==> config.mk <==
export PLATFORM = sky130hd
export DESIGN_NAME = stereo_gain_scaler
export DESIGN_NICKNAME = d
export VERILOG_FILES = /design/src/rtl/gsc_pkg.sv /design/src/rtl/gsc_field_norm.sv /design/src/rtl/gsc_gain_cfg.sv /design/src/rtl/gsc_side_scale.sv /design/src/rtl/stereo_gain_scaler.sv
export SDC_FILE = /design/constraint.sdc
export NUM_CORES = 2
export LEC_CHECK = 0
export BUFFER_PORTS_ARGS = -buffer_cell sky130_fd_sc_hd__buf_2
export CAP_MARGIN = 5
export CORE_ASPECT_RATIO = 0.8
export CORE_MARGIN = 10
export CORE_UTILIZATION = 30
export CTS_BUF_LIST = sky130_fd_sc_hd__clkbuf_8
export CTS_CLUSTER_SIZE = 40
export DETAILED_ROUTE_END_ITERATION = 12
export PLACE_DENSITY = 0.41
export SKIP_LAST_GASP = 1
export SLEW_MARGIN = 5
export SYNTH_ARGS = -nofsm -noshare
export SYNTH_HDL_FRONTEND = slang
export SYNTH_SLANG_ARGS = --single-unit
export TNS_END_PERCENT = 20
==> constraint.sdc <==
create_clock -name clk -period 33.8 [get_ports clk]
set_clock_uncertainty 0.15 [all_clocks]
set_input_delay 3.38 -clock clk [delete_from_list [all_inputs] [get_ports clk]]
set_output_delay 3.38 -clock clk [all_outputs]
set_load 0.02 [all_outputs]
==> src/rtl/gsc_pkg.sv <==
package gsc_pkg;
   localparam int WORD_W   = 16;
   localparam int MUTE_POS = 15;
   localparam int LEFT_LSB = 8;

   typedef enum logic {
      GSC_PLAYBACK = 1'b0,
      GSC_RECORD   = 1'b1
   } gsc_mode_e;

   localparam int SIDE_LEFT  = 0;
   localparam int SIDE_RIGHT = 1;
   localparam int NUM_SIDES  = 2;
endpackage

==> src/rtl/gsc_field_norm.sv <==
module gsc_field_norm #(
   parameter int FIELD_BITS = 6,
   parameter int GAIN_W     = 8,
   parameter bit INVERT     = 1'b0
) (
   input  logic [FIELD_BITS-1:0] field,
   output logic [GAIN_W-1:0]     level
);
   localparam int FMASK  = (1 << FIELD_BITS) - 1;
   localparam int GMAX   = (1 << GAIN_W) - 1;
   localparam int PROD_W = FIELD_BITS + GAIN_W;

   logic [PROD_W-1:0] scaled;
   logic [PROD_W-1:0] quot;
   logic [GAIN_W-1:0] linear;

   always_comb begin
      scaled = PROD_W'(GMAX) * PROD_W'(field);
      quot   = scaled / PROD_W'(FMASK);
      linear = quot[GAIN_W-1:0];
   end

   generate
      if (INVERT) begin : g_atten
         assign level = GAIN_W'(GMAX) - linear;
      end else begin : g_gain
         assign level = linear;
      end
   endgenerate
endmodule

==> src/rtl/gsc_gain_cfg.sv <==
module gsc_gain_cfg
   import gsc_pkg::*;
#(
   parameter int GAIN_W      = 8,
   parameter int MASTER_BITS = 6,
   parameter int PCM_BITS    = 5,
   parameter int REC_BITS    = 4
) (
   input  logic                         clk,
   input  logic                         rst_n,
   input  logic                         load,
   input  logic                         mode,
   input  logic [WORD_W-1:0]            master_word,
   input  logic [WORD_W-1:0]            pcm_word,
   input  logic [WORD_W-1:0]            rec_word,
   output logic [NUM_SIDES-1:0][GAIN_W-1:0] gain,
   output logic                         mute
);
   localparam int GMAX  = (1 << GAIN_W) - 1;
   localparam int MUL_W = 2 * GAIN_W;

   logic [NUM_SIDES-1:0][GAIN_W-1:0] play_gain;
   logic [NUM_SIDES-1:0][GAIN_W-1:0] rec_gain;
   logic                             next_mute;

   generate
      for (genvar s = 0; s < NUM_SIDES; s++) begin : g_side
         localparam int LSB = (s == SIDE_LEFT) ? LEFT_LSB : 0;
         logic [GAIN_W-1:0] m_lvl;
         logic [GAIN_W-1:0] p_lvl;
         logic [MUL_W-1:0]  mp_prod;
         logic [MUL_W-1:0]  mp_quot;

         gsc_field_norm #(.FIELD_BITS(MASTER_BITS), .GAIN_W(GAIN_W), .INVERT(1'b1)) u_master (
            .field(master_word[LSB +: MASTER_BITS]),
            .level(m_lvl)
         );
         gsc_field_norm #(.FIELD_BITS(PCM_BITS), .GAIN_W(GAIN_W), .INVERT(1'b1)) u_pcm (
            .field(pcm_word[LSB +: PCM_BITS]),
            .level(p_lvl)
         );
         gsc_field_norm #(.FIELD_BITS(REC_BITS), .GAIN_W(GAIN_W), .INVERT(1'b0)) u_rec (
            .field(rec_word[LSB +: REC_BITS]),
            .level(rec_gain[s])
         );

         always_comb begin
            mp_prod      = MUL_W'(m_lvl) * MUL_W'(p_lvl);
            mp_quot      = mp_prod / MUL_W'(GMAX);
            play_gain[s] = mp_quot[GAIN_W-1:0];
         end
      end
   endgenerate

   always_comb begin
      if (gsc_mode_e'(mode) == GSC_RECORD) next_mute = rec_word[MUTE_POS];
      else next_mute = master_word[MUTE_POS] | pcm_word[MUTE_POS];
   end

   always_ff @(posedge clk) begin
      if (!rst_n) begin
         gain <= '0;
         mute <= 1'b1;
      end else if (load) begin
         gain <= (gsc_mode_e'(mode) == GSC_RECORD) ? rec_gain : play_gain;
         mute <= next_mute;
      end
   end

   // Gains only move on a load strobe
   assert_gain_held_R7: assert property (@(posedge clk) disable iff (!rst_n)
      !load |=> ($stable(gain) && $stable(mute)));

   // A full-scale record field gives full gain on the right side
   assert_rec_fullscale_R2: assert property (@(posedge clk) disable iff (!rst_n)
      (load && mode && (&rec_word[REC_BITS-1:0])) |=> (gain[SIDE_RIGHT] == GAIN_W'(GMAX)));

   // Either playback mute bit silences
   assert_play_mute_or_R5: assert property (@(posedge clk) disable iff (!rst_n)
      (load && !mode && (master_word[MUTE_POS] || pcm_word[MUTE_POS])) |=> mute);
endmodule

==> src/rtl/gsc_side_scale.sv <==
module gsc_side_scale #(
   parameter int SAMPLE_W = 16,
   parameter int GAIN_W   = 8
) (
   input  logic                clk,
   input  logic                rst_n,
   input  logic                take1,
   input  logic                take2,
   input  logic [SAMPLE_W-1:0] sample_in,
   input  logic [GAIN_W-1:0]   gain_in,
   input  logic                mute_in,
   output logic [SAMPLE_W-1:0] sample_out
);
   localparam int GMAX = (1 << GAIN_W) - 1;
   localparam int PW   = SAMPLE_W + GAIN_W + 1;

   logic signed [PW-1:0]   s1_prod;
   logic                   s1_mute;
   logic                   s1_unity;
   logic [SAMPLE_W-1:0]    s1_sample;
   logic signed [PW-1:0]   mul_now;
   logic [PW-1:0]          mag;
   logic [PW-1:0]          mag_q;
   logic [PW-1:0]          signed_q;

   assign mul_now = PW'($signed(sample_in)) * PW'($signed({1'b0, gain_in}));

   always_ff @(posedge clk) begin
      if (!rst_n) begin
         s1_prod   <= '0;
         s1_mute   <= 1'b1;
         s1_unity  <= 1'b0;
         s1_sample <= '0;
      end else if (take1) begin
         s1_prod   <= mul_now;
         s1_mute   <= mute_in;
         s1_unity  <= (gain_in == GAIN_W'(GMAX));
         s1_sample <= sample_in;
      end
   end

   always_comb begin
      mag      = s1_prod[PW-1] ? PW'(-s1_prod) : PW'(s1_prod);
      mag_q    = mag / PW'(GMAX);
      signed_q = s1_prod[PW-1] ? (~mag_q + PW'(1)) : mag_q;
   end

   always_ff @(posedge clk) begin
      if (!rst_n) sample_out <= '0;
      else if (take2) sample_out <= s1_mute ? '0 : signed_q[SAMPLE_W-1:0];
   end

   function automatic logic [SAMPLE_W:0] absval(input logic [SAMPLE_W-1:0] v);
      return v[SAMPLE_W-1] ? (SAMPLE_W+1)'(-$signed({v[SAMPLE_W-1], v})) : {1'b0, v};
   endfunction

   assert_unity_pass_R12: assert property (@(posedge clk) disable iff (!rst_n)
      (take2 && s1_unity && !s1_mute) |=> (sample_out == $past(s1_sample)));

   assert_muted_zero_R5: assert property (@(posedge clk) disable iff (!rst_n)
      (take2 && s1_mute) |=> (sample_out == '0));

   assert_no_growth_R6: assert property (@(posedge clk) disable iff (!rst_n)
      take2 |=> (absval(sample_out) <= absval($past(s1_sample))));
endmodule

==> src/rtl/stereo_gain_scaler.sv <==
module stereo_gain_scaler
   import gsc_pkg::*;
#(
   parameter int SAMPLE_W    = 16,
   parameter int GAIN_W      = 8,
   parameter int MASTER_BITS = 6,
   parameter int PCM_BITS    = 5,
   parameter int REC_BITS    = 4
) (
   input  logic                clk,
   input  logic                rst_n,
   input  logic                cfg_load,
   input  logic                cfg_mode,
   input  logic [WORD_W-1:0]   master_word,
   input  logic [WORD_W-1:0]   pcm_word,
   input  logic [WORD_W-1:0]   rec_word,
   input  logic                in_valid,
   output logic                in_ready,
   input  logic [SAMPLE_W-1:0] in_left,
   input  logic [SAMPLE_W-1:0] in_right,
   output logic                out_valid,
   input  logic                out_ready,
   output logic [SAMPLE_W-1:0] out_left,
   output logic [SAMPLE_W-1:0] out_right
);
   localparam int WIDEST = (MASTER_BITS > PCM_BITS) ?
                           ((MASTER_BITS > REC_BITS) ? MASTER_BITS : REC_BITS) :
                           ((PCM_BITS > REC_BITS) ? PCM_BITS : REC_BITS);

   generate
      if (WIDEST > LEFT_LSB) begin : g_bad_field
         $error("level fields must fit below the left-side field start");
      end
      if (MASTER_BITS < 1 || PCM_BITS < 1 || REC_BITS < 1) begin : g_bad_min
         $error("level fields need at least one bit");
      end
      if (GAIN_W < 2 || GAIN_W > 12) begin : g_bad_gain
         $error("gain width out of supported range");
      end
      if (SAMPLE_W < 2) begin : g_bad_sample
         $error("sample width too small");
      end
   endgenerate

   logic [NUM_SIDES-1:0][GAIN_W-1:0]   gain;
   logic                               mute;
   logic                               s1_v;
   logic                               s2_v;
   logic                               s2_open;
   logic                               in_fire;
   logic                               adv2;
   logic [NUM_SIDES-1:0][SAMPLE_W-1:0] lane_in;
   logic [NUM_SIDES-1:0][SAMPLE_W-1:0] lane_out;

   gsc_gain_cfg #(
      .GAIN_W(GAIN_W), .MASTER_BITS(MASTER_BITS), .PCM_BITS(PCM_BITS), .REC_BITS(REC_BITS)
   ) u_cfg (
      .clk(clk), .rst_n(rst_n), .load(cfg_load), .mode(cfg_mode),
      .master_word(master_word), .pcm_word(pcm_word), .rec_word(rec_word),
      .gain(gain), .mute(mute)
   );

   assign s2_open  = !s2_v || out_ready;
   assign in_ready = !s1_v || s2_open;
   assign in_fire  = in_valid && in_ready;
   assign adv2     = s1_v && s2_open;

   always_ff @(posedge clk) begin
      if (!rst_n) begin
         s1_v <= 1'b0;
         s2_v <= 1'b0;
      end else begin
         if (in_fire) s1_v <= 1'b1;
         else if (adv2) s1_v <= 1'b0;
         if (adv2) s2_v <= 1'b1;
         else if (out_ready) s2_v <= 1'b0;
      end
   end

   assign lane_in[SIDE_LEFT]  = in_left;
   assign lane_in[SIDE_RIGHT] = in_right;

   generate
      for (genvar s = 0; s < NUM_SIDES; s++) begin : g_lane
         gsc_side_scale #(.SAMPLE_W(SAMPLE_W), .GAIN_W(GAIN_W)) u_lane (
            .clk(clk), .rst_n(rst_n), .take1(in_fire), .take2(adv2),
            .sample_in(lane_in[s]), .gain_in(gain[s]), .mute_in(mute),
            .sample_out(lane_out[s])
         );
      end
   endgenerate

   assign out_valid = s2_v;
   assign out_left  = lane_out[SIDE_LEFT];
   assign out_right = lane_out[SIDE_RIGHT];

   assert_stall_hold_R11: assert property (@(posedge clk) disable iff (!rst_n)
      (out_valid && !out_ready) |=> (out_valid && $stable(out_left) && $stable(out_right)));

   assert_empty_accepts_R10: assert property (@(posedge clk) disable iff (!rst_n)
      !out_valid |-> in_ready);

   assert_fill_order_R10: assert property (@(posedge clk) disable iff (!rst_n)
      $rose(out_valid) |-> $past(s1_v));
endmodule

---- Word level (Yosys, flattened, before mapping) ----
Index checks and enable logic that the tools add are counted.
word-level totals
  bits of input ports ..................... 86
  output and inout port bits .............. 34
  register bits after elaboration ......... 102
  word-level logic and storage cells ...... 61
operators by class
  muxes and demuxes ....................... 12
  divide/modulo/power cells ............... 10
  $mul .................................... 10
  $add $sub $neg .......................... 8
  reductions and logical operators ........ 8
  bitwise operators ....................... 3
operator list
  operator               count
  $mux 16                5
  $div 25x8->25 const B  2
  $mul 16x9->25          2
  $mux 25                2
  $neg 25->25            2
  $add 16x1->16 const B  2
  $div 16x8->16 const B  2
  $mul 8x8->16           2
  $not 16->16            2
  $sub 8x8->8 const A    4
  $div 14x6->14 const B  2
  $mul 8x6->14 const A   2
  $div 13x5->13 const B  2
  $mul 8x5->13 const A   2
  $div 12x4->12 const B  2
  $mul 8x4->12 const A   2
  $mux 1                 5
  $reduce_bool 2->1      2
  $logic_and 1x1->1      2
  $logic_not 1->1        2
  $logic_or 1x1->1       2
  $or 1x1->1             1

---- Longest topological paths before layout ----
  word-level depth ........................ 7
  gate-level depth with buffers ........... 104
  mapped depth without buffers ............ 100

---- Modules after synthesis ----
A second synthesis with hierarchy kept.
second synthesis, totals
  cells, all modules ...................... 5737
  area, all modules ....................... 45112.0 sq um
modules (own cells, without submodules)
  module                                          sequential area each (sq um)  instances  area each (sq um)  cells an instance
  gsc_side_scale at g_lane[0].u_lane              840.8                         1          11837.6            1511
  gsc_side_scale at g_lane[1].u_lane              840.8                         1          11685.0            1479
  gsc_gain_cfg                                    340.3                         1          9969.6             1258
  gsc_field_norm at u_cfg.g_side[0].u_master ...  0.0                           2          2991.6             385
  gsc_field_norm at u_cfg.g_side[0].u_pcm ...     0.0                           2          2706.3             347
  gsc_field_norm at u_cfg.g_side[0].u_rec ...     0.0                           2          60.1               8
  stereo_gain_scaler                              40.0                          1          103.8              9

---- Worst setup path after synthesis ----
Ideal clock, no wire load.
  path type ............................... input -> register
  from .................................... in master_word[11]
  to ...................................... reg u_cfg.gain[0] (netlist bit)
  library setup time ...................... 0.079 ns
  data required time ...................... 33.571 ns
  arrival time ............................ 25.586 ns
  setup slack ............................. 7.985 ns
  stages on the path ...................... 97
  path buffers ............................ 1
  cells stage by stage .................... fa_1 inv_1 fa_1 fa_1 inv_1 ha_1 nor2b_1 o21ai_0 a21boi_0 o21ai_0 a21boi_0 o21ai_0 a21boi_0 o21ai_0 a21oi_1 o41ai_1 o41ai_1 nand2_1 [61 not listed] a31oi_1 a211oi_1 nand2_1 maj3_1 mux2_2 nor2b_1 a31o_2 a21boi_0 xor2_1 and3b_1 a21o_1 and2_1 maj3_1 a211oi_1 o21ai_0 nor4_1 nand4b_1 o211ai_1
on the way
  word-level cells in the longest chain between the ends .. 6
ends and longest elaborated chain
  what                    line                      text
  start: declaration      stereo_gain_scaler.sv:14  input logic [WORD_W-1:0] master_word,
  $mul 8x6->14            gsc_field_norm.sv:18      scaled = PROD_W'(GMAX) * PROD_W'(field);
  $div 14x6->14           gsc_field_norm.sv:19      quot = scaled / PROD_W'(FMASK);
  $sub 8x8->8             gsc_field_norm.sv:25      assign level = GAIN_W'(GMAX) - linear;
  $mul 8x8->16            gsc_gain_cfg.sv:48        mp_prod = MUL_W'(m_lvl) * MUL_W'(p_lvl);
  $div 16x8->16           gsc_gain_cfg.sv:49        mp_quot = mp_prod / MUL_W'(GMAX);
  $mux 16                 gsc_gain_cfg.sv:65        gain <= (gsc_mode_e'(mode) == GSC_RECORD) ? rec_gain : play_gain;
  end signal: assignment  gsc_gain_cfg.sv:65
  end: declaration        gsc_gain_cfg.sv:16        output logic [NUM_SIDES-1:0][GAIN_W-1:0] gain,
Every way passes these cells.
A chain may end at the register's enable or synchronous reset.

---- Final worst setup path ----
Ends and elaborated chain as after synthesis.

==> flow_summary.toml <==
[status]
status = "finished, final reports clean"

[critical_path]
crit_required_ns = 34.04
critPathBufInv = 9
rr_startpoint = "g_lane[0].u_lane.s1_prod[2]"
cp.depth = 101
end_kind = "flop"
critical-path-top-delay-family = "compound AO/OA/AOI/OAI gates"
rr_worst_depth = 47
cp_max_fo = 14
regToRegEndpoint = "g_lane[0].u_lane.sample_out[12]"
worstPathArrival_ns = 30.52
startpoint = "master_word[11]"
path_common_cell = "a21oi_1"
rrSetupSlack_ns = 15.32
critPathCapture = "u_cfg.gain[0]"
slowest_delay_ns = 0.93
critPathLaunchType = "input port"
cp_slowest_cell = "o41ai_1"
timing_worst_setup_path_type = "input port to flop"

[clock_network]
cts_sinks = 102
numCtsBuffers = 9
clkLatencyLatePin_ns = 0.45
cts_tree = "built"
postCtsResizedCells = 0
root_buffer = "clkbuf_8"
cts-htree-levels = 3
clk_path_buf_depth = 2
post_cts_buffers = 0
cts_hold_buf = 0
clk_pin_slew_worst_paths_ns = 0.14

[global_routing]
grt_remaining_overflow = 0
grt_pass1_wl_um = 175000
antenna_found_initial = 7
grt_pass1_vias = 31898
grt_max_degree = 80
grt_usage = 0.154

[logic_synthesis]
avgSynthCellArea_um2 = 7.55
syn_inst = 4773
ys.flop_type = "dfxtp_1"
synth-edff-count = 0
ys_seq_elements = 102
synth_nets = 5471
ys_types = 128
synth_area_um2 = 36000
synth_top_cell_by_area = "fa_1"
synth.top_cell.area_share = 0.182
synth_seq_area_share = 0.0567
async_flop_share = 0
yosys-top-cells-area = "fa_1 (18%), ha_1 (9.9%), xnor2_1 (5.9%), inv_1 (5.7%), nand2_1 (5.7%)"
synth_warnings = 0

[floorplan]
core_area_um2 = 119000
row_count = 113
dieArea_um2 = 134000
initial_core_util = 0.303
die_w_um = 407
ioPinCount = 120
die_h_um = 330

[sta]
grt_setup_unrepaired = "false"
slew_viol_final = 0
tightest_slew_ns = 1.13
finalHoldViolations = 0
fin_setup_tns_ns = 0
relSlewSlack = 0.249
period_minus_slack_ns = 30.28
fmax_mhz = 33.0
setup_viol = 0
period_share = 0.896

[placed_design]
globalplace.congestion = 0.847
portBuffers = 104
dp.final_hpwl_um = 88500

[drt]
firstDrtPassIters = 7
via_per_inst = 5.13
postRouteAntennaNets = 0
drt_iter0_drc = 1963
vias = 32759
drt-total-wl_um = 106000
drc = 0
wl_per_cell_um = 16.6

[worst_hold_path]
hp-start = "g_lane[0].u_lane.sample_out[7]"
min_path_type = "flop to flop"

[job]
max_cap_violations = 0

[cells_and_area]
fill_cells = 13114
drive_gt1_frac = 0.0607
finalNetCount = 5469
synthToLayoutAreaGrowth_pct = 6.53
## through the flow
| step | instance area, um^2 | cells | util | hold slack, ns | setup WS (ns) |
|---|---|---|---|---|---|
| final | 38400 | 6387 | 0.322 | 0.300 | 3.52 |
| after global routing | 38400 | 6387 | 0.322 | 0.330 | 0.763 |
| after CTS | 38400 | 6385 | 0.322 | 0.304 | 3.43 |
| after detailed placement | 38100 | 6369 | 0.320 | 0.285 | 3.03 |
| after global placement | 38100 | 6369 | 0.320 | 0.281 | 3.39 |
| after floorplan | 36000 | 4773 | - | 0.289 | 7.99 |
## per-layer routing
metal / wire (um) / track usage
met5: 46 / 0
met4: 860 / 0.0212
met3: 3400 / 0.0147
met2: 44100 / 0.234
met1: 57600 / 0.237
## cells in the final DEF, fill, tap and decap left out, drive strengths merged, types with 61 or more instances in the layout
cell type    n
buf        122
xor2       121
inv        553
dfxtp      102
nor3        90
ha         284
nand3      110
a21oi      218
nor2       310
xnor2      242
o21ai      286
fa         328
a21boi      61
nand2      545
and2       253
a21o        66
## worst min-delay path by stage
stage	to	cells past startpoint
4_1_cts	g_lane[0].u_lane.sample_out[7]	2
5_1_grt	g_lane[1].u_lane.sample_out[10]	2
3_5_place_dp	g_lane[0].u_lane.sample_out[7]	2
2_1_floorplan	u_cfg.mute	2
3_3_place_gp	g_lane[0].u_lane.sample_out[7]	2
6_report	g_lane[0].u_lane.sample_out[7]	2
## registers in the layout (all words and copies together), names as in the netlist
signal                    count
g_lane.u_lane.s1_mute         1
u_cfg.gain                   16
g_lane.u_lane.sample_out     32
u_cfg.mute                    1
out_valid                     1
s1_v                          1
g_lane.u_lane.s1_prod        50
## Yosys cell counts (20+ instances only)
cell type,n
and2_1,252
or2_2,37
fa_1,328
a22oi_1,20
xnor2_1,241
and3_1,51
a21oi_1,214
nor3_1,84
o21ai_0,233
clkbuf_1,109
dfxtp_1,102
nand3_1,108
nand2_1,545
or3_1,39
o22ai_1,21
nor2b_1,53
o211ai_1,48
o21bai_1,53
inv_1,551
ha_1,284
a21boi_0,56
a31oi_1,36
mux2i_1,33
o21a_1,29
nand2b_1,58
or4_1,24
o31ai_1,40
xor2_1,119
nand4_1,47
nor2_1,309
buf_2,21
a211oi_1,39
a21o_1,66
o21ai_1,47
nor4_1,48
## worst min-delay path, stage by stage, from the launching register on
cell and delay (ns):
dfxtp_1 0.33, nand2_1 0.04, o21ai_1 0.05
## area by class of cell
type / count / area (um^2) / area share
Multi-Input combinational cell: 3984 / 31400 / 0.817
Sequential cell: 102 / 2040 / 0.0532
Clock inverter: 7 / 103 / 0.00267
Inverter: 551 / 2070 / 0.0539
Tap cell: 1610 / 2010 / 0.0525
Timing Repair Buffer: 123 / 663 / 0.0173
Antenna cell: 1 / 2.50 / 0.0000652
Clock buffer: 9 / 124 / 0.00323
## cell families (layout without fill, tap and decap cells)
family	Yosys count	count (layout)	share of synthesized area
simple gates	1766	1766	0.251
other cells	0	1	0
compound gates	1173	1173	0.228
buf+inv	687	690	0.0728
xor+xnor	364	364	0.0895
mux	50	50	0.0150
fa+ha+maj	631	631	0.286
flops	102	102	0.0567
Power is not shown: default switching activity piles up to over one toggle a cycle in this logic, so the estimate is an artifact.
